File: src/rtl/i2c_status_pkg.sv
package i2c_status_pkg;
  typedef enum logic [2:0] {
    MC_PRIMARY = 3'd0,
    MC_SECOND  = 3'd1,
    MC_GCALL   = 3'd2,
    MC_DEVDEF  = 3'd3,
    MC_HOST    = 3'd4
  } match_class_e;

  typedef struct packed {
    logic second_hit;
    logic host_hit;
    logic devdef_hit;
    logic gcall_hit;
  } match_bits_t;

  typedef struct packed {
    logic start;
    logic stop;
    logic rstart;
  } bus_cond_t;
endpackage

File: src/rtl/bus_line_sync.sv
module bus_line_sync #(
  parameter int STAGES = 2,
  parameter int WIDTH  = 2
) (
  input  logic             clk,
  input  logic             rst_n,
  input  logic [WIDTH-1:0] raw_in,
  output logic [WIDTH-1:0] sync_out
);
  logic [WIDTH-1:0] chain [STAGES];

  genvar g;
  generate
    for (g = 0; g < STAGES; g++) begin : g_stage
      always_ff @(posedge clk or negedge rst_n) begin
        if (!rst_n) chain[g] <= '1;
        else if (g == 0) chain[g] <= raw_in;
        else chain[g] <= chain[(g == 0) ? 0 : g-1];
      end
    end
  endgenerate

  assign sync_out = chain[STAGES-1];
endmodule

File: src/rtl/bus_cond_detect.sv
module bus_cond_detect
  import i2c_status_pkg::*;
(
  input  logic      clk,
  input  logic      rst_n,
  input  logic      scl_s,
  input  logic      sda_s,
  output bus_cond_t cond,
  output logic      busy
);
  logic scl_p, sda_p;
  logic busy_q;

  always_ff @(posedge clk or negedge rst_n) begin
    if (!rst_n) begin
      scl_p <= 1'b1;
      sda_p <= 1'b1;
    end else begin
      scl_p <= scl_s;
      sda_p <= sda_s;
    end
  end

  always_comb begin
    cond.stop   = sda_s & ~sda_p & scl_s & scl_p;
    cond.start  = ~sda_s & sda_p & scl_s & scl_p;
    cond.rstart = cond.start & busy_q;
  end

  always_ff @(posedge clk or negedge rst_n) begin
    if (!rst_n) busy_q <= 1'b0;
    else if (cond.stop) busy_q <= 1'b0;
    else if (!scl_s || !sda_s) busy_q <= 1'b1;
  end

  assign busy = busy_q;
endmodule

File: src/rtl/role_flags.sv
module role_flags
  import i2c_status_pkg::*;
(
  input  logic      clk,
  input  logic      rst_n,
  input  logic      enable,
  input  bus_cond_t cond,
  input  logic      ev_start_gen,
  input  logic      ev_arb_lost,
  input  logic      ev_addr_done,
  input  logic      addr_rw,
  output logic      master,
  output logic      xmit
);
  logic master_q, xmit_q;
  logic master_clr, xmit_clr;

  always_comb begin
    master_clr = !enable || cond.stop || ev_arb_lost;
    xmit_clr   = !enable || cond.stop || cond.rstart || ev_arb_lost;
  end

  always_ff @(posedge clk or negedge rst_n) begin
    if (!rst_n) begin
      master_q <= 1'b0;
      xmit_q   <= 1'b0;
    end else begin
      if (master_clr) master_q <= 1'b0;
      else if (ev_start_gen) master_q <= 1'b1;

      if (xmit_clr) xmit_q <= 1'b0;
      else if (ev_addr_done) xmit_q <= addr_rw;
    end
  end

  assign master = master_q;
  assign xmit   = xmit_q;
endmodule

File: src/rtl/match_flags.sv
module match_flags
  import i2c_status_pkg::*;
(
  input  logic        clk,
  input  logic        rst_n,
  input  logic        enable,
  input  bus_cond_t   cond,
  input  logic        ev_addr_done,
  input  logic [2:0]  addr_class,
  input  logic        gcall_en,
  input  logic        arp_en,
  input  logic        host_type_en,
  output match_bits_t bits
);
  match_bits_t bits_q, bits_d;
  match_class_e cls;

  always_comb begin
    cls = match_class_e'(addr_class);
    bits_d.second_hit = (cls == MC_SECOND);
    bits_d.gcall_hit  = (cls == MC_GCALL) && gcall_en;
    bits_d.devdef_hit = (cls == MC_DEVDEF) && arp_en;
    bits_d.host_hit   = (cls == MC_HOST) && arp_en && host_type_en;
  end

  always_ff @(posedge clk or negedge rst_n) begin
    if (!rst_n) bits_q <= '0;
    else if (!enable || cond.stop || cond.rstart) bits_q <= '0;
    else if (ev_addr_done) bits_q <= bits_d;
  end

  assign bits = bits_q;
endmodule

File: src/rtl/addr_read_seq.sv
module addr_read_seq (
  input  logic clk,
  input  logic rst_n,
  input  logic enable,
  input  logic ev_addr_hit,
  input  logic rd_first,
  input  logic rd_second,
  output logic hit_flag
);
  logic armed_q, hit_q;

  always_ff @(posedge clk or negedge rst_n) begin
    if (!rst_n) begin
      armed_q <= 1'b0;
      hit_q   <= 1'b0;
    end else begin
      if (rd_first) armed_q <= 1'b1;
      else if (rd_second) armed_q <= 1'b0;

      if (rd_second && armed_q) hit_q <= 1'b0;
      else if (ev_addr_hit && enable) hit_q <= 1'b1;
    end
  end

  assign hit_flag = hit_q;
endmodule

File: src/rtl/i2c_status_word.sv
module i2c_status_word
  import i2c_status_pkg::*;
#(
  parameter int SYNC_STAGES = 2,
  parameter int CRC_W       = 8
) (
  input  logic               clk,
  input  logic               rst_n,
  input  logic               enable,
  input  logic               scl_pin,
  input  logic               sda_pin,
  input  logic               crc_chk_en,
  input  logic [CRC_W-1:0]   crc_byte,
  input  logic               gcall_en,
  input  logic               arp_en,
  input  logic               host_type_en,
  input  logic               ev_start_gen,
  input  logic               ev_arb_lost,
  input  logic               ev_addr_done,
  input  logic               addr_rw,
  input  logic [2:0]         addr_class,
  input  logic               ev_addr_hit,
  input  logic               rd_first,
  input  logic               rd_second,
  output logic [CRC_W+7:0]   status_word,
  output logic               addr_hit_flag
);
  localparam int LINES = 2;

  logic [LINES-1:0] lines_s;
  bus_cond_t        cond;
  logic             busy, master, xmit;
  match_bits_t      mbits;
  logic             stop_det;

  bus_line_sync #(.STAGES(SYNC_STAGES), .WIDTH(LINES)) u_sync (
    .clk(clk), .rst_n(rst_n), .raw_in({scl_pin, sda_pin}), .sync_out(lines_s)
  );

  bus_cond_detect u_cond (
    .clk(clk), .rst_n(rst_n), .scl_s(lines_s[1]), .sda_s(lines_s[0]),
    .cond(cond), .busy(busy)
  );

  role_flags u_role (
    .clk(clk), .rst_n(rst_n), .enable(enable), .cond(cond),
    .ev_start_gen(ev_start_gen), .ev_arb_lost(ev_arb_lost),
    .ev_addr_done(ev_addr_done), .addr_rw(addr_rw),
    .master(master), .xmit(xmit)
  );

  match_flags u_match (
    .clk(clk), .rst_n(rst_n), .enable(enable), .cond(cond),
    .ev_addr_done(ev_addr_done), .addr_class(addr_class),
    .gcall_en(gcall_en), .arp_en(arp_en), .host_type_en(host_type_en),
    .bits(mbits)
  );

  addr_read_seq u_rdseq (
    .clk(clk), .rst_n(rst_n), .enable(enable), .ev_addr_hit(ev_addr_hit),
    .rd_first(rd_first), .rd_second(rd_second), .hit_flag(addr_hit_flag)
  );

  assign stop_det = cond.stop;

  always_comb begin
    status_word = '0;
    status_word[CRC_W+7:8] = crc_chk_en ? crc_byte : '0;
    status_word[7] = mbits.second_hit;
    status_word[6] = mbits.host_hit;
    status_word[5] = mbits.devdef_hit;
    status_word[4] = mbits.gcall_hit;
    status_word[2] = xmit;
    status_word[1] = busy;
    status_word[0] = master;
  end
endmodule

File: config.mk
export PLATFORM = sky130hd
export DESIGN_NAME = i2c_status_word
export DESIGN_NICKNAME = d
export VERILOG_FILES = /design/src/rtl/i2c_status_pkg.sv /design/src/rtl/bus_line_sync.sv /design/src/rtl/bus_cond_detect.sv /design/src/rtl/role_flags.sv /design/src/rtl/match_flags.sv /design/src/rtl/addr_read_seq.sv /design/src/rtl/i2c_status_word.sv
export SDC_FILE = /design/constraint.sdc
export NUM_CORES = 1
export LEC_CHECK = 0
export ABC_AREA = 1
export ABC_CLOCK_PERIOD_IN_PS = 1200
export BUFFER_PORTS_ARGS = -buffer_cell sky130_fd_sc_hd__buf_2
export CORE_MARGIN = 1.5
export CORE_UTILIZATION = 44
export CTS_BUF_LIST = sky130_fd_sc_hd__clkbuf_8
export DETAILED_ROUTE_END_ITERATION = 10
export PLACE_DENSITY = 0.82
export SKIP_CTS_REPAIR_TIMING = 1
export SLEW_MARGIN = 20
export SYNTH_ARGS = -nofsm -noshare
export SYNTH_HDL_FRONTEND = slang
export SYNTH_SLANG_ARGS = --single-unit
export TNS_END_PERCENT = 5
File: constraint.sdc
create_clock -name clk -period 1.2 [get_ports clk]
set_input_delay 0.12 -clock clk [delete_from_list [all_inputs] [get_ports clk]]
set_output_delay 0.12 -clock clk [all_outputs]
set_load 0.01 [all_outputs]
======== Yosys cells after proc, flatten, opt, wreduce, memory -nomap -nowiden ========
Index checks and enable logic that the tools add are counted.
word-level totals
  bits in writable memories ............... 0
  register bits after elaboration ......... 15
  memories ................................ 0
  input bits .............................. 27
  latch bits .............................. 0
  memory bits (read-only) ................. 0
  output and inout bits ................... 17
operators by class
  add/subtract/negate cells ............... 0
  bitwise gates (word level) .............. 9
  multiply operators ...................... 0
  muxes and demuxes ....................... 13
  order comparisons ....................... 0
  reduce and logical (&&, ||, !) cells .... 20
  div/mod/pow operators ................... 0
  equal/unequal tests ..................... 4
  shifts and indexed selects .............. 0
operators with widths
  kind                                            count
  nonzero test 2 bit                              6
  two-way mux 1 bit                               10
  two-way mux 4 bit                               2
  two-way mux 8 bit                               1
  AND 1 bit                                       7
  == test 3 x 2 -> 1 bit (second input constant)  2
  logical AND 1 bit                               6
  logical OR 1 bit                                5
  == test 3 x 1 -> 1 bit (second input constant)  1
  == test 3 bit (second input constant)           1
  zero test 1 bit                                 3
  NOT 1 bit                                       2

======== Logic depth before layout (Yosys ltp) ========
  word-level depth ........................ 8
  gate-level depth with buffers ........... 6
  mapped depth without buffers ............ 5

======== Modules after synthesis ========
From an unflattened synthesis, not the netlist that was laid out.
second synthesis, totals
  cells, all modules ...................... 104
  area total of the unflattened synthesis .. 800.8 sq um
modules (own cells, without submodules)
  module           cells an instance  sequential area each (sq um)  times used  area an instance (sq um)
  match_flags      37                 100.1                         1           254.0
  bus_cond_detect  15                 77.6                          1           133.9
  bus_line_sync    6                  105.1                         1           120.1
  role_flags       14                 50.0                          1           110.1
  i2c_status_word  22                 0.0                           1           98.8
  addr_read_seq    10                 50.0                          1           83.8

======== Worst setup path after synthesis ========
OpenSTA, ideal clock, no wires.
  path type ............................... register to register
  start point ............................. register u_sync.chain, in the netlist u_sync.sync_out[1]
  end point ............................... register u_role.xmit_q, in the netlist u_role.xmit
  setup time .............................. 121 ps
  stages on the path, launching flop included .. 6
  setup slack ............................. 244 ps
  clock period less this slack ............ 956 ps
  arrival time ............................ 835 ps
  path buffers ............................ 0
  cell sequence ........................... dfstp_2 > nand2_1 > inv_1 > nand2_1 > nand3_2 > nor2_1
between the ends
  word-level cells in the longest chain between the ends .. 6
  elaborated cells between the ends (all ways) .. 10
  those cells by class .................... 1 x mux; 5 x bitwise; 4 x reduce/logical
RTL lines
  item                                                            RTL line                                      text
  from (decl)                                                     bus_line_sync.sv:10                           logic [WIDTH-1:0] chain [STAGES];
  from (signal, indexed assignment)                               bus_line_sync.sv:17                           else if (g == 0) chain[g] <= raw_in;
  from (signal, indexed assignment)                               bus_line_sync.sv:18                           else chain[g] <= chain[(g == 0) ? 0 : g-1];
  AND 1 bit, on equally long branches (2 in a row)                bus_cond_detect.sv:26, bus_cond_detect.sv:25
  AND 1 bit / logical OR 1 bit (equally long branches)            bus_cond_detect.sv:27, role_flags.sv:20
  logical OR 1 bit * (2 in a row)                                 role_flags.sv:20                              xmit_clr = !enable || cond.stop || cond.rstart || ev_arb_lost;
  two-way mux 1 bit / nonzero test 2 bit (equally long branches)  -
  to (signal assigned)                                            role_flags.sv:32                              else if (ev_addr_done) xmit_q <= addr_rw;
  to (decl)                                                       role_flags.sv:15                              logic master_q, xmit_q;
Every way passes the cells marked *; elsewhere a longest branch is shown, timed or not.
A chain may end at the register's enable or synchronous reset.

======== Worst setup path after layout ========
  start point ............................. register u_sync.chain, in the netlist u_sync.sync_out[1]
  end point ............................... register u_match.bits_q, in the netlist u_match.bits[1]
between the ends
  word-level cells in the longest chain between the ends .. 5
  elaborated cells between the ends (all ways) .. 9
  those cells by class .................... 1 x mux; 5 x bitwise; 3 x reduce/logical
RTL lines
  item                                                            RTL line                                      text
  AND 1 bit, on equally long branches (2 in a row)                bus_cond_detect.sv:26, bus_cond_detect.sv:25
  AND 1 bit / logical OR 1 bit (equally long branches)            bus_cond_detect.sv:27, match_flags.sv:28
  logical OR 1 bit *                                              match_flags.sv:28                             else if (!enable || cond.stop || cond.rstart) bits_q <= '0;
  two-way mux 4 bit / nonzero test 2 bit (equally long branches)  -
  to (signal assigned)                                            match_flags.sv:29                             else if (ev_addr_done) bits_q <= bits_d;
  to (decl)                                                       match_flags.sv:15                             match_bits_t bits_q, bits_d;
Marks and branches as above.

==> impl_metrics.json <==
{
  "initial_core_util_pct": 47.8,
  "io_buffers": 42,
  "hold_path.class": "in -> reg",
  "layout_commonest_cell": "buf_2",
  "timing.max_cap.violations": 0,
  "cp_slowest_cell": "dfstp_2",
  "syn_area_per_cell_sq_um": 7.68,
  "final-instance-count-excl-fill": 155,
  "ys_seq_elements": 15,
  "setup_viol": 0,
  "clock-sinks": 15,
  "multi_input_area_sq_um": 230,
  "ys_types": 17,
  "fmax_mhz": 965,
  "slew_violations": 0,
  "diodes": 0,
  "avgViaCountPerCell": 4.54,
  "chipHeight_um": 43.9,
  "cts_made_buffers": 3,
  "outcome": "finished, final reports clean",
  "seqPwrFrac_pct": 50.1,
  "switchingPower_mw": 0.256,
  "fin_skew_ns": 0.000680,
  "crit_buf_inv": 0,
  "final-hold-violation-count": 0,
  "core_area_sq_um": 1540,
  "pin_count": 44,
  "dieArea_sq_um": 1930,
  "grt_pass1_vias": 630,
  "finalCritPeriodShare_pct": 86.4,
  "ir_drop_v": 0.000771,
  "fp.dieW_um": 43.9,
  "drt_iter0_drc": 17,
  "worst_setup_path_end_kind": "register",
  "wl_um": 1500,
  "clkSlewWorstSetupHoldPaths_ns": 0.06,
  "htree_levels": 1,
  "worstPathRequired_ns": 1.33,
  "final_cell_mix": "buf_2 (42), inv_1 (22), nand2_1 (21)",
  "cts_tree": "yes",
  "finalSetupTns_ns": 0,
  "worst_path_dominant_cell_family": "flip-flops",
  "drc": 0,
  "dpl.hpwl_um": 1200,
  "grt_max_degree": 16,
  "synth-warning-count": 0,
  "wire_per_inst_um": 9.70,
  "clk_latency_ns": 0.24,
  "post-route-min-period_ns": 1.04,
  "critPathMaxStageDelay_ns": 0.54,
  "dr.pass1.iters": 4,
  "combinationalPowerShare_pct": 15.0,
  "grt_setup_unrepaired": "false",
  "grt_first_pass_wirelength_um": 2250,
  "rows": 14,
  "clock_path_buffers": 2,
  "vias": 704,
  "root_buffer": "clkbuf_8",
  "crit_chain": "nand2_1, nor2_1, nand2_1, nand3_2, nor2_1",
  "grt_overflow": 0,
  "ys_seq_area_share_pct": 52.0,
  "antenna_found_initial": 0,
  "drive_gt1_share_pct": 39.6,
  "track_usage_pct": 15.9,
  "nNetsFinal": 167,
  "crit_arrival_ns": 1.16,
  "syn_nets": 123,
  "synthToLayoutAreaGrowth_pct": 35.3,
  "cellPowerDensity_nw_per_um2": 1100,
  "n_fill_cell": 133,
  "crit_path_start_kind": "register",
  "cellInternalPower_mw": 0.837,
  "leakage_nw": 0.625,
  "crit_fanout": 5,
  "p_sw_share_pct": 23.4,
  "synth_area_sq_um": 737,
  "dp_cells": 148,
  "gp_congestion": 0.785,
  "antenna_left": 0,
  "clockPowerShare_pct": 34.8,
  "path_class": "reg -> reg",
  "seq_area_sq_um": 383,
  "synthCells": 96
}
synth_stat cells (all sizes together):
master	count	share of area [%]
a21oi	1	0.68
buf	5	5.6
clkbuf	1	0.51
conb	1	0.51
dfrtp	9	31
dfstp	6	21
inv	21	11
nand2	22	12
nand3	4	3.4
nor2	21	11
nor3	1	0.68
o21ai	3	2.0
o21bai	1	1.0
logic make-up after synthesis:
group	share of synthesized area (%)
AOI/OAI and AO/OA	3.73
buffers and inverters	16.8
DFF	52.0
and+or+nand+nor	27.0
other	0.509
worst register-to-register path, stage by stage, from the launching register on:
cell and delay [ns]:
dfstp_2 0.54, nand2_1 0.05, nor2_1 0.09, nand2_1 0.07, nand3_2 0.11, nor2_1 0.07
flip-flops by register name (all words and copies together), names as in the netlist:
register / cells
u_cond.busy: 1
u_rdseq.hit_flag: 1
u_cond.sda_p: 1
u_sync.sync_out: 2
u_rdseq.armed_q: 1
u_role.master: 1
u_sync.chain: 2
u_role.xmit: 1
u_cond.scl_p: 1
u_match.bits: 4
power by group through the flow:
stage / sequential [mW] / combinational [mW] / clock, mW
final: 0.548 / 0.165 / 0.381
after global placement: 0.555 / 0.152 / 0
after detailed placement: 0.556 / 0.158 / 0
after floorplan: 0.557 / 0.0794 / 0
after global routing: 0.550 / 0.186 / 0.408
after CTS: 0.548 / 0.159 / 0.395
layout make-up:
type / instances / share of cell area (%)
timing repair buffer: 45 / 24.1
clock inverter: 1 / 0.376
clock buffer: 3 / 4.14
multi-input combinational: 54 / 23.1
inverter: 21 / 7.90
sequential: 15 / 38.4
tap: 16 / 2.01
worst paths after layout:
check | start | end | slack, ns | depth (start not counted)
setup / recovery | u_sync.sync_out[1] | u_match.bits[1] | 0.16 | 5
hold / removal | ev_arb_lost | u_role.master | 0.06 | 2
setup reg to reg | u_sync.sync_out[1] | u_match.bits[1] | 0.16 | 5
hold reg to reg | u_sync.chain[2] | u_sync.sync_out[0] | 0.36 | 0
max in group asynchronous | rst_n | u_sync.chain[2] | 0.60 | 2
min in group asynchronous | rst_n | u_cond.busy | 0.31 | 2
stage by stage:
step / hold WS, ns / total power [mW] / worst slack, ns / util, % / area [sq um]
2_1_floorplan: -0.176 / 0.636 / 0.244 / - / 737
3_3_place_gp: 0.0305 / 0.707 / 0.203 / 59.8 / 922
3_5_place_dp: 0.0382 / 0.714 / 0.167 / 59.8 / 922
4_1_cts: -0.221 / 1.10 / 0.152 / 62.7 / 967
5_1_grt: 0.0509 / 1.14 / 0.0681 / 64.7 / 997
6_report: 0.0551 / 1.09 / 0.164 / 64.7 / 997
metal layers:
layer	vias to the layer above	track usage [%]	wire length [um]	share of wire, %
met1	309	16.7	570	38
met5	-	0	0	0
met3	2	2.92	153	10
met2	38	27.4	762	51
li1	355	-	-	-
met4	0	12.7	18	1.2
Note: power is estimated with default switching activity, not from simulation.
